==> src/rtl/cop_host_pkg.sv <==
package cop_host_pkg;
  localparam int DW = 8;
  localparam int FW = DW - 1;

  typedef enum logic [1:0] {
    ACC_PUSH = 2'd0,
    ACC_POP  = 2'd1,
    ACC_CMD  = 2'd2
  } acc_kind_e;

  // status byte: busy in the top bit, latched flags below it
  function automatic logic [DW-1:0] status_byte(input logic busy, input logic [FW-1:0] flags);
    return {busy, flags};
  endfunction

  // bit of the command byte that asks for a service request
  function automatic logic wants_service(input logic [DW-1:0] cmd);
    return cmd[DW-1];
  endfunction
endpackage

==> src/rtl/cop_strobe_decode.sv <==
module cop_strobe_decode #(
  parameter int DW = 8
) (
  input  logic          clk,
  input  logic          rst,
  input  logic          cs_n,
  input  logic          a_sel,
  input  logic          rd_n,
  input  logic          wr_n,
  input  logic [DW-1:0] din,
  output logic          ev_push,
  output logic          ev_pop,
  output logic          ev_cmd,
  output logic          ev_stat,
  output logic          ev_any,
  output logic [DW-1:0] ev_data
);
  logic s_cs_n, s_a, s_rd_n, s_wr_n, p_rd_n, p_wr_n;
  logic [DW-1:0] s_din;

  always_ff @(posedge clk) begin
    if (rst) begin
      s_cs_n <= 1'b1;
      s_a    <= 1'b0;
      s_rd_n <= 1'b1;
      s_wr_n <= 1'b1;
      p_rd_n <= 1'b1;
      p_wr_n <= 1'b1;
      s_din  <= '0;
    end else begin
      s_cs_n <= cs_n;
      s_a    <= a_sel;
      s_rd_n <= rd_n;
      s_wr_n <= wr_n;
      p_rd_n <= s_rd_n;
      p_wr_n <= s_wr_n;
      s_din  <= din;
    end
  end

  logic rd_fall, wr_fall;
  assign rd_fall = !s_cs_n && !s_rd_n && p_rd_n;
  assign wr_fall = !s_cs_n && !s_wr_n && p_wr_n;

  assign ev_push = wr_fall && !s_a;
  assign ev_cmd  = wr_fall &&  s_a;
  assign ev_pop  = rd_fall && !s_a;
  assign ev_stat = rd_fall &&  s_a;
  assign ev_any  = rd_fall || wr_fall;
  assign ev_data = s_din;
endmodule

==> src/rtl/cop_access_seq.sv <==
module cop_access_seq
  import cop_host_pkg::*;
#(
  parameter int DW = 8,
  parameter int FW = DW - 1
) (
  input  logic          clk,
  input  logic          hold,
  input  logic          ev_push,
  input  logic          ev_pop,
  input  logic          ev_cmd,
  input  logic [DW-1:0] ev_data,
  input  logic          exec_done,
  input  logic [FW-1:0] dp_flags,
  input  logic [DW-1:0] pop_data,
  output logic          push_valid,
  output logic [DW-1:0] push_data,
  output logic          pop_req,
  output logic [DW-1:0] rd_byte,
  output logic          cmd_start,
  output logic [DW-1:0] cmd_q,
  output logic          busy,
  output logic          pend_v,
  output logic          blocked,
  output logic          done_evt,
  output logic          cmd_issue,
  output logic [FW-1:0] flags_q
);
  acc_kind_e     pend_kind, new_kind, act_kind;
  logic [DW-1:0] pend_data, act_data;
  logic          req_new, go_pend, go_new, act;

  always_comb begin
    if (ev_cmd)      new_kind = ACC_CMD;
    else if (ev_pop) new_kind = ACC_POP;
    else             new_kind = ACC_PUSH;
  end

  assign req_new   = (ev_push || ev_pop || ev_cmd) && !hold;
  assign done_evt  = exec_done && busy && !hold;
  assign go_pend   = pend_v && !busy;
  assign go_new    = req_new && !busy && !pend_v;
  assign blocked   = req_new && busy && !pend_v;
  assign act       = go_pend || go_new;
  assign act_kind  = go_pend ? pend_kind : new_kind;
  assign act_data  = go_pend ? pend_data : ev_data;
  assign cmd_issue = act && (act_kind == ACC_CMD);

  always_ff @(posedge clk) begin
    if (hold) begin
      push_valid <= 1'b0;
      push_data  <= '0;
      pop_req    <= 1'b0;
      rd_byte    <= '0;
      cmd_start  <= 1'b0;
      cmd_q      <= '0;
      busy       <= 1'b0;
      pend_v     <= 1'b0;
      pend_kind  <= ACC_PUSH;
      pend_data  <= '0;
      flags_q    <= '0;
    end else begin
      push_valid <= 1'b0;
      pop_req    <= 1'b0;
      cmd_start  <= 1'b0;
      if (done_evt) begin
        busy    <= 1'b0;
        flags_q <= dp_flags;
      end
      if (blocked) begin
        pend_v    <= 1'b1;
        pend_kind <= new_kind;
        pend_data <= ev_data;
      end
      if (go_pend) pend_v <= 1'b0;
      if (act) begin
        case (act_kind)
          ACC_PUSH: begin
            push_valid <= 1'b1;
            push_data  <= act_data;
          end
          ACC_POP: begin
            pop_req <= 1'b1;
            rd_byte <= pop_data;
          end
          default: begin
            cmd_start <= 1'b1;
            cmd_q     <= act_data;
            busy      <= 1'b1;
          end
        endcase
      end
    end
  end
endmodule

==> src/rtl/cop_done_flags.sv <==
module cop_done_flags (
  input  logic clk,
  input  logic hold,
  input  logic done_evt,
  input  logic svc_bit,
  input  logic any_access,
  input  logic cmd_issue,
  input  logic eoe_ack_n,
  input  logic srq_ack_n,
  output logic eoe_q,
  output logic srq_q
);
  always_ff @(posedge clk) begin
    if (hold) begin
      eoe_q <= 1'b0;
      srq_q <= 1'b0;
    end else begin
      // completion has priority over any clearing source in the same cycle
      if (done_evt)                      eoe_q <= 1'b1;
      else if (!eoe_ack_n || any_access) eoe_q <= 1'b0;

      if (done_evt && svc_bit)           srq_q <= 1'b1;
      else if (!srq_ack_n || cmd_issue)  srq_q <= 1'b0;
    end
  end
endmodule

==> src/rtl/cop_host_port.sv <==
module cop_host_port
  import cop_host_pkg::*;
#(
  parameter int DW         = 8,
  parameter int RST_CYCLES = 5,
  localparam int FW  = DW - 1,
  localparam int CNW = $clog2(RST_CYCLES + 1)
) (
  input  logic          clk,
  input  logic          rst,
  input  logic          cs_n,
  input  logic          a_sel,
  input  logic          rd_n,
  input  logic          wr_n,
  input  logic [DW-1:0] din,
  output logic [DW-1:0] dout,
  output logic          dout_oe,
  output logic          ready,
  output logic          eoe_n,
  output logic          eoe_oe,
  input  logic          eoe_ack_n,
  output logic          srq,
  input  logic          srq_ack_n,
  output logic          push_valid,
  output logic [DW-1:0] push_data,
  output logic          pop_req,
  input  logic [DW-1:0] pop_data,
  output logic          cmd_start,
  output logic [DW-1:0] cmd_byte,
  input  logic          exec_done,
  input  logic [FW-1:0] dp_flags,
  output logic          dp_abort
);
  logic [CNW-1:0] settle_cnt;
  logic           hold;

  always_ff @(posedge clk) begin
    if (rst)                 settle_cnt <= CNW'(RST_CYCLES);
    else if (settle_cnt != 0) settle_cnt <= settle_cnt - 1'b1;
  end
  assign hold = rst || (settle_cnt != 0);

  logic          ev_push, ev_pop, ev_cmd, ev_stat, ev_any;
  logic [DW-1:0] ev_data;

  cop_strobe_decode #(.DW(DW)) dec_i (
    .clk(clk), .rst(rst), .cs_n(cs_n), .a_sel(a_sel), .rd_n(rd_n), .wr_n(wr_n),
    .din(din), .ev_push(ev_push), .ev_pop(ev_pop), .ev_cmd(ev_cmd),
    .ev_stat(ev_stat), .ev_any(ev_any), .ev_data(ev_data)
  );

  logic          busy, pend_v, blocked, done_evt, cmd_issue;
  logic [DW-1:0] rd_byte, cmd_q;
  logic [FW-1:0] flags_q;

  cop_access_seq #(.DW(DW), .FW(FW)) seq_i (
    .clk(clk), .hold(hold), .ev_push(ev_push), .ev_pop(ev_pop), .ev_cmd(ev_cmd),
    .ev_data(ev_data), .exec_done(exec_done), .dp_flags(dp_flags), .pop_data(pop_data),
    .push_valid(push_valid), .push_data(push_data), .pop_req(pop_req), .rd_byte(rd_byte),
    .cmd_start(cmd_start), .cmd_q(cmd_q), .busy(busy), .pend_v(pend_v), .blocked(blocked),
    .done_evt(done_evt), .cmd_issue(cmd_issue), .flags_q(flags_q)
  );

  logic svc_bit, any_access, eoe_q, srq_q;
  assign svc_bit    = wants_service(cmd_q);
  assign any_access = ev_any && !hold;

  cop_done_flags flags_i (
    .clk(clk), .hold(hold), .done_evt(done_evt), .svc_bit(svc_bit),
    .any_access(any_access), .cmd_issue(cmd_issue), .eoe_ack_n(eoe_ack_n),
    .srq_ack_n(srq_ack_n), .eoe_q(eoe_q), .srq_q(srq_q)
  );

  assign dout_oe  = !cs_n && !rd_n;
  assign dout     = a_sel ? status_byte(busy, flags_q) : rd_byte;
  assign ready    = !pend_v && !hold;
  assign eoe_n    = !eoe_q;
  assign eoe_oe   = eoe_q;
  assign srq      = srq_q;
  assign cmd_byte = cmd_q;
  assign dp_abort = hold;
endmodule

==> config.mk <==
export PLATFORM = sky130hd
export DESIGN_NAME = cop_host_port
export DESIGN_NICKNAME = d
export VERILOG_FILES = /design/src/rtl/cop_host_pkg.sv /design/src/rtl/cop_strobe_decode.sv /design/src/rtl/cop_access_seq.sv /design/src/rtl/cop_done_flags.sv /design/src/rtl/cop_host_port.sv
export SDC_FILE = /design/constraint.sdc
export NUM_CORES = 1
export LEC_CHECK = 0
export ABC_AREA = 1
export BUFFER_PORTS_ARGS = -buffer_cell sky130_fd_sc_hd__buf_2
export CORE_ASPECT_RATIO = 1.2
export CORE_UTILIZATION = 30
export CTS_BUF_LIST = sky130_fd_sc_hd__clkbuf_8
export DETAILED_ROUTE_END_ITERATION = 10
export PLACE_DENSITY = 0.51
export RECOVER_POWER = 100
export SETUP_SLACK_MARGIN = 0.5
export SKIP_LAST_GASP = 1
export SLEW_MARGIN = 10
export SYNTH_ARGS = -nofsm -noshare
export SYNTH_HDL_FRONTEND = slang
export SYNTH_HIERARCHICAL = 1
export SYNTH_SLANG_ARGS = --single-unit
==> constraint.sdc <==
create_clock -name clk -period 1.8 [get_ports clk]
set_clock_uncertainty 0.05 [all_clocks]
set_input_delay 0.18 -clock clk [delete_from_list [all_inputs] [get_ports clk]]
set_output_delay 0.18 -clock clk [all_outputs]
set_load 0.02 [all_outputs]
==> results.toml <==
[outcome]
outcome = "complete, no violations"

[route]
drt_first_pass_iters = 5
routedWlPerCell_um = 11.0
drtIter0Drc = 102
vias = 2694
drc = 0
ant_nets = 0
wl_um = 7060
via_per_inst = 4.20

[place]
portBuffers = 64
post-place-ws_ns = 0.0970
routabilityCongestion = 0.802
post_dp_cell_area_um2 = 3350
dp_hpwl_um = 4530

[setup_path]
crit_path_start_kind = "flop"
cp-end-kind = "primary output"
arrival_ns = 1.46
critical_path_class = "reg2out"
worst-endpoint-required_ns = 1.57
worstPathMaxFanout = 5

[timing]
finalWorstSetupSlack_ns = 0.107
tightest_slew_ns = 0.662
tns_ns = 0
fmax_ghz = 0.591
min_period_over_period_pct = 94.0
finalSetupViolCount = 0
finalMaxSlewViolations = 0
grt_setup_unrepaired = "true"
min_period_ns = 1.69
slew_headroom_pct = 55.9
final-hold-violation-count = 0

[cells_and_area]
multi_input_area_um2 = 1300
drive_gt1_share_pct = 24.9
fin_util_pct = 44.9
regArea_um2 = 1310
final_nets = 551
final_cell_area_um2 = 4050
diodes = 0
nFillCells = 974
syn_to_final_growth_pct = 44.7

[floorplan]
io_pins = 65
initial_core_util_pct = 31.0
num_rows = 38
die-height_um = 108
core_um2 = 9030
dieArea_um2 = 9730
die_w_um = 90.2

[grt]
first_global_vias = 2512
antenna_found_initial = 0
grt-ovfl-total = 0
grt_start_max_net_pins = 25
gr-usage-all-layers_pct = 15.0
grt_pass1_wl_um = 11600

[clock_network]
numCtsBuffers = 9
worstSkewPairLatency_ns = 0.34
cts_sinks = 65
cts_tree = "done"
root_buffer = "clkbuf_8"
clkSlewWorstSetupHoldPaths_ns = 0.07
clockBufferDepth = 2
cts_max_level = 3

[synth]
synth_area_um2 = 2800
syn_nets = 439
ys_warn_count = 6
netlist_instances = 405
avgSynthCellArea_um2 = 6.92

[pwr]
finalPower_mw = 2.97
power.density_nw_per_um2 = 734
p_leak_nw = 1.67
vdd.ir_drop.worst_mv = 0.304

[flow_run]
drv_cap = 0

[hold_path]
hp-class = "in2reg"
worst paths after layout:
path | endpoint | slack, ns | startpoint | cells after the start
worst max-delay path | ready | 0.11 | settle_cnt[0]$_SDFFE_PP1P_ | 8
worst min-delay path | flags_i/srq_q$_SDFFE_PP0P_ | 0.04 | srq_ack_n | 3
worst max register to register | seq_i/cmd_q[3]$_SDFFE_PP0P_ | 0.13 | settle_cnt[0]$_SDFFE_PP1P_ | 12
worst min register to register | dec_i/p_rd_n$_SDFF_PP1_ | 0.39 | dec_i/s_rd_n$_SDFF_PP1_ | 1
where the power goes:
| group | total (mW) | internal [mW] | switching [mW] |
|---|---|---|---|
| Sequential | 1.48 | 1.46 | 0.0159 |
| Clock | 1.22 | 0.667 | 0.553 |
| Combinational | 0.275 | 0.144 | 0.131 |
| Total | 2.97 | 2.27 | 0.700 |
stage by stage:
| stage | hold slack, ns | std cells |
|---|---|---|
| floorplan | 0.222 | 405 |
| global placement | 0.320 | 587 |
| detailed placement | 0.319 | 587 |
| CTS | 0.0213 | 637 |
| global route | 0.0254 | 642 |
| finish | 0.0402 | 642 |
layout by cell type (no fill, tap or decap), types with 2 or more instances in the layout:
cell and n:
or2_1 5, inv_2 7, o21ai_0 21, buf_2 30, nand2_2 7, nand3_2 2, nand2_4 6, buf_4 20
buf_6 8, dfxtp_1 60, clkinvlp_4 2, bufbuf_16 2, dfxtp_2 5, clkbuf_2 3, dlygate4sd3_1 18, clkbuf_1 30
o21ai_1 5, buf_12 2, clkinv_2 2, inv_1 61, a21oi_2 4, nor2_2 5, nand2_1 74, nand3_1 37
clkbuf_8 10, a21oi_1 2, nor2_4 9, nor2_1 73
metal layers:
layer	GRT usage (%)	share of wire, %	vias up
li1	-	-	1449
met1	17.0	45	1190
met2	26.8	50	47
met3	3.95	3.3	8
met4	6.22	1.1	0
met5	0	0	-
state kept, by name, indices dropped and copies added (netlist names), 2 cells and up:
name	cells
dec_i/ev_data	8
seq_i/cmd_q	8
seq_i/flags_q	7
seq_i/pend_data	8
seq_i/pend_kind	2
seq_i/push_data	8
seq_i/rd_byte	8
settle_cnt	3
worst max-delay path, stage by stage, from the launching register on:
cell     delay, ns
dfxtp_1       0.33
inv_2         0.08
ha_4          0.13
inv_2         0.05
nor2_4        0.11
nand2_4       0.08
buf_12        0.14
nor2_4        0.08
buf_6         0.12
layout make-up:
class / instances / area share [%]
sequential: 65 / 32.3
multi-input combinational: 258 / 32.0
clock inverter: 6 / 1.45
inverter: 68 / 6.42
timing repair buffer: 115 / 20.7
tap: 120 / 3.70
clock buffer: 10 / 3.40
repair_timing:
item                       4_1_cts  5_1_grt
pin swaps                        9       18
resized for setup               47       28
buffers inserted                11        5
hold endpoints to repair        19        0
hold buffers                    19        0
cloned                           4        0
setup endpoints to repair       53       59
Note: power is estimated with default switching activity, not from simulation.
